<file path="config.mk">
export PLATFORM = sky130hd
export DESIGN_NAME = fscs_window
export DESIGN_NICKNAME = d
export VERILOG_FILES = /design/src/rtl/fscs_pkg.sv /design/src/rtl/fscs_sync_edge.sv /design/src/rtl/fscs_win_ctrl.sv /design/src/rtl/fscs_gap_mon.sv /design/src/rtl/fscs_window.sv
export SDC_FILE = /design/constraint.sdc
export NUM_CORES = 1
export LEC_CHECK = 0
export ABC_AREA = 0
export CAP_MARGIN = 20
export CORE_MARGIN = 3
export CORE_UTILIZATION = 45
export CTS_BUF_LIST = sky130_fd_sc_hd__clkbuf_2
export CTS_CLUSTER_SIZE = 16
export DETAILED_ROUTE_END_ITERATION = 8
export PLACE_DENSITY = 0.8
export SYNTH_ARGS = -nofsm -noshare
export SYNTH_HDL_FRONTEND = slang
export SYNTH_SLANG_ARGS = --single-unit
</file>
<file path="constraint.sdc">
create_clock -name clk -period 2.3 [get_ports clk]
set_input_delay 0.345 -clock clk [delete_from_list [all_inputs] [get_ports clk]]
set_output_delay 0.345 -clock clk [all_outputs]
set_load 0.01 [all_outputs]
</file>
<file path="src/rtl/fscs_pkg.sv">
package fscs_pkg;
    localparam int unsigned CNT_W = 16;

    typedef struct packed {
        logic             cs_n;
        logic [CNT_W-1:0] cnt;
    } win_state_t;
endpackage

</file>
<file path="src/rtl/fscs_sync_edge.sv">
module fscs_sync_edge #(
    parameter int unsigned STAGES = 2
) (
    input  logic clk,
    input  logic rst_n,
    input  logic async_in,
    output logic rise_o
);
    typedef struct packed {
        logic [STAGES-1:0] chain;
        logic              prev;
    } se_state_t;

    se_state_t st_d, st_q;

    always_comb begin
        st_d       = st_q;
        st_d.chain = {st_q.chain[STAGES-2:0], async_in};
        st_d.prev  = st_q.chain[STAGES-1];
    end

    always_ff @(posedge clk or negedge rst_n) begin
        if (!rst_n) st_q <= '0;
        else        st_q <= st_d;
    end

    assign rise_o = st_q.chain[STAGES-1] & ~st_q.prev;
endmodule

</file>
<file path="src/rtl/fscs_win_ctrl.sv">
module fscs_win_ctrl
    import fscs_pkg::*;
(
    input  logic             clk,
    input  logic             rst_n,
    input  logic             fs_rise,
    input  logic             bclk_rise,
    input  logic [CNT_W-1:0] cmp_val,
    output logic             cs_n,
    output logic [CNT_W-1:0] cnt
);
    localparam logic [CNT_W-1:0] ONE = {{(CNT_W-1){1'b0}}, 1'b1};

    win_state_t st_d, st_q;
    logic [CNT_W-1:0] cnt_inc;

    always_comb begin
        st_d    = st_q;
        cnt_inc = st_q.cnt + ONE;
        if (fs_rise) begin
            st_d.cs_n = 1'b0;
            st_d.cnt  = '0;
        end else if (!st_q.cs_n && bclk_rise) begin
            st_d.cnt = cnt_inc;
            if (cnt_inc == cmp_val) st_d.cs_n = 1'b1;
        end
    end

    always_ff @(posedge clk or negedge rst_n) begin
        if (!rst_n) begin
            st_q.cs_n <= 1'b1;
            st_q.cnt  <= '0;
        end else begin
            st_q <= st_d;
        end
    end

    assign cs_n = st_q.cs_n;
    assign cnt  = st_q.cnt;
endmodule

</file>
<file path="src/rtl/fscs_gap_mon.sv">
module fscs_gap_mon #(
    parameter int unsigned MIN_GAP = 3
) (
    input  logic clk,
    input  logic rst_n,
    input  logic pulse,
    output logic err
);
    localparam int unsigned GW = $clog2(MIN_GAP + 1);
    localparam logic [GW-1:0] GAP_MAX = GW'(MIN_GAP);
    localparam logic [GW-1:0] GAP_ONE = GW'(1);

    typedef struct packed {
        logic [GW-1:0] gap;
        logic          err;
    } gm_state_t;

    gm_state_t st_d, st_q;

    always_comb begin
        st_d = st_q;
        if (pulse) begin
            if (st_q.gap < GAP_MAX) st_d.err = 1'b1;
            st_d.gap = GAP_ONE;
        end else if (st_q.gap < GAP_MAX) begin
            st_d.gap = st_q.gap + GAP_ONE;
        end
    end

    always_ff @(posedge clk or negedge rst_n) begin
        if (!rst_n) begin
            st_q.gap <= GAP_MAX;
            st_q.err <= 1'b0;
        end else begin
            st_q <= st_d;
        end
    end

    assign err = st_q.err;
endmodule

</file>
<file path="src/rtl/fscs_window.sv">
module fscs_window
    import fscs_pkg::*;
#(
    parameter int unsigned SYNC_STAGES = 2,
    parameter int unsigned MIN_GAP     = 3
) (
    input  logic             clk,
    input  logic             rst_n,
    input  logic [CNT_W-1:0] cmp_val,
    input  logic             fs_in,
    input  logic             bclk_in,
    input  logic             sdata_in,
    output logic             spi_clk_out,
    output logic             spi_data_out,
    output logic             cs_n,
    output logic             spacing_err
);
    logic             fs_rise;
    logic             bclk_rise;
    logic [CNT_W-1:0] cnt;

    fscs_sync_edge #(.STAGES(SYNC_STAGES)) u_fs_sync (
        .clk(clk), .rst_n(rst_n), .async_in(fs_in), .rise_o(fs_rise)
    );

    fscs_sync_edge #(.STAGES(SYNC_STAGES)) u_bclk_sync (
        .clk(clk), .rst_n(rst_n), .async_in(bclk_in), .rise_o(bclk_rise)
    );

    fscs_win_ctrl u_ctrl (
        .clk(clk), .rst_n(rst_n), .fs_rise(fs_rise), .bclk_rise(bclk_rise),
        .cmp_val(cmp_val), .cs_n(cs_n), .cnt(cnt)
    );

    fscs_gap_mon #(.MIN_GAP(MIN_GAP)) u_gap (
        .clk(clk), .rst_n(rst_n), .pulse(bclk_rise), .err(spacing_err)
    );

    assign spi_clk_out  = bclk_in;
    assign spi_data_out = sdata_in;
endmodule

</file>
==> flow_summary.toml <==
[run_status]
status = "finished, final reports clean"

[global_routing]
antenna_found_initial = 0
grt_usage_pct = 16.5
grt_first_pass_wirelength_mm = 5.64
grt_pass1_vias = 1254
grt_max_degree = 27
grt_remaining_overflow = 0

[worst_setup_path]
timing.critical_path.cells = "nand4_2 > or3_4 > nor3_2 > a31oi_1 > or4_1 > o32ai_2"
cp_max_fo = 7
r2r_cells = 6
crit_slowest_cell = "dfrtp_1"
start_kind = "register"
cp.required_ns = 2.58
crit_type = "register to register"
path_buf_inv = 0
path_depth = 6
reg2reg_slack_ns = 0.17
cp-end-kind = "register"
cpPeakStageDelay_ns = 0.52
critPathTopFamily = "simple AND/OR/NAND/NOR gates"
arrival_ns = 2.41

[floorplan]
die_area_mm2 = 0.00423
initial_utilization_pct = 49.4
die_x_um = 65.1
rows = 20
io_pins = 25
core_mm2 = 0.00318
die_h_um = 65.1

[yosys]
ys_ff_latch = 26
yosysUniqueCellTypes = 44
synth.largest_area_cell = "dfrtp_1"
async_flop_share_pct = 100
ys_top_cells_by_area = "dfrtp_1 (37%), xor2_1 (8.9%), xnor2_1 (8.4%), dfstp_2 (5.0%), nor2_1 (4.8%)"
synth.avg_cell_area_um2 = 9.52
synth_area_mm2 = 0.00157
synth_top_area_share_pct = 36.7
syn_nets = 188
yosysSeqAreaShare_pct = 41.7
synth_edf_count = 0
synthFlopType = "dfrtp_1"
yosys_warnings = 0
synthCells = 165

[drt]
dr_total_vias = 1234
route.antenna.remaining_nets = 0
drc = 0
drt-vias-per-instance = 5.27
wl_per_cell_um = 13.2
firstDrtPassIters = 4
drtIter0Drc = 88
totalWireLength_mm = 3.09

[layout]
most-common-layout-cells = "clkdlybuf4s50_1 (22), dfrtp_1 (22), nor2_1 (20)"
layout-drive-gt1-share_pct = 12.1
n_antenna_cell = 0
utilization_pct = 58.8
fin_area_mm2 = 0.00187
nets = 214
area_delta_synth_final_pct = 19.0

[cts]
postCtsSetupBuffers = 0
cts_tree = "done"
clkTransAtPathRegs_ns = 0.24
cts_buffer_depth = 2
clock-sinks = 26
cts_made_buffers = 3
ctsRootBufferMaster = "clkbuf_2"
clkLatencyLatePin_ns = 0.35
cts_max_level = 1

[placed_design]
port_buffers = 22
place_congestion = 0.886
place_ws_ns = 0.202
hpwl_mm = 2.36
place_area_mm2 = 0.00185

[pwr]
ir_worst_vdd_v = 0.000435
p_per_area_mw_per_mm2 = 483
leakagePower_nw = 0.745

[timing]
tightest_slew_ns = 0.342
timing.final.crit_share_pct = 92.5
finClkSkew_ns = 0.00687
fmax_ghz = 0.470
fin_tns_setup_ns = 0
worst_slack_ns = 0.172
slew_viol_final = 0
rsz0062_at_grt = "false"
setup_violations = 0
period_needed_ns = 2.13
hold_violations = 0
maxSlewHeadroom_pct = 76.9

[flow_run]
maxCapViolCount = 0

[worst_hold_path]
hp-class = "input pin to async pin"
## cell type report
cell class | instances | area [um2]
multi-input combinational | 130 | 862
sequential | 26 | 656
fill | 290 | 1310
tap | 44 | 55.1
timing repair buffer | 29 | 273
clock inverter | 1 | 3.75
clock buffer | 3 | 15.0
inverter | 1 | 3.75
## worst register-to-register path, delay by kind of cell (launching register included)
kind               cells  cell delay (ns)
AOI/OAI and AO/OA      2             0.28
DFF                    1             0.52
and+or+nand+nor        4             1.26
## power by group
part	internal, mW	switching (mW)
sequential	0.504	0.0248
clock	0.0378	0.134
combinational	0.113	0.0890
total	0.655	0.248
## stage by stage
stage | total power [mW] | instances | hold WS, ns
5_1_grt | 0.969 | 234 | 0.302
2_1_floorplan | 0.661 | 165 | 0.0494
3_5_place_dp | 0.739 | 230 | 0.345
4_1_cts | 0.913 | 234 | 0.318
6_report | 0.903 | 234 | 0.314
3_3_place_gp | 0.726 | 230 | 0.340
## final timing paths
check | start | end
worst min register to register | u_bclk_sync.st_d[2] | u_bclk_sync.st_d[0]
min in group clk | u_bclk_sync.st_d[2] | u_bclk_sync.st_d[0]
worst max register to register | u_ctrl.cnt[4] | u_ctrl.cs_n
max in group asynchronous | rst_n | u_gap.st_q[2]
worst max-delay path | u_ctrl.cnt[4] | u_ctrl.cs_n
worst min-delay path | rst_n | u_ctrl.cnt[9]
## synthesized netlist by cell type, types with 2 or more instances
cell and instances:
nor4_1 2, o21ai_0 7, or3_1 4, buf_4 3, nand4_1 5, xor2_1 16, dfstp_2 3, dfrtp_1 23
nand3_1 7, a31oi_1 3, xnor2_1 15, nand2_1 14, mux2i_1 2, and2_1 2, a21oi_1 7, nand2b_1 2
nor2_1 20, mux2_2 2, clkbuf_1 2, ha_1 2
## cells by family after synthesis
logic type               synth area share, %
adder cells (fa/ha/maj)                 2.23
XOR/XNOR                                17.3
AND/OR/NAND/NOR                         22.8
AO/OA/AOI/OAI                           9.88
buffers and inverters                   3.43
flip-flops                              41.7
multiplexers                            2.71
## sequential cells by signal, summed over array words and instances (netlist names)
signal / flops
u_ctrl.cnt: 16
u_bclk_sync.st_d: 2
u_fs_sync.st_d: 2
u_gap.st_q: 2
u_bclk_sync.st_q: 1
u_ctrl.cs_n: 1
u_fs_sync.st_q: 1
u_gap.err: 1
## what timing repair did
item,CTS,global route
hold buffers,0,0
resized for setup,0,1
endpoints found under the setup margin,0,1
## metal layers
| layer | vias up | wire length [um] | track usage, % | share of wire [%] |
|---|---|---|---|---|
| met1 | 587 | 1490 | 22.7 | 48 |
| li1 | 624 | - | - | - |
| met5 | - | 0 | 0 | 0 |
| met3 | 4 | 130 | 3.47 | 4.2 |
| met4 | 0 | 17 | 2.33 | 0.55 |
| met2 | 19 | 1450 | 27.5 | 47 |
(Power assumes the default switching activity.)
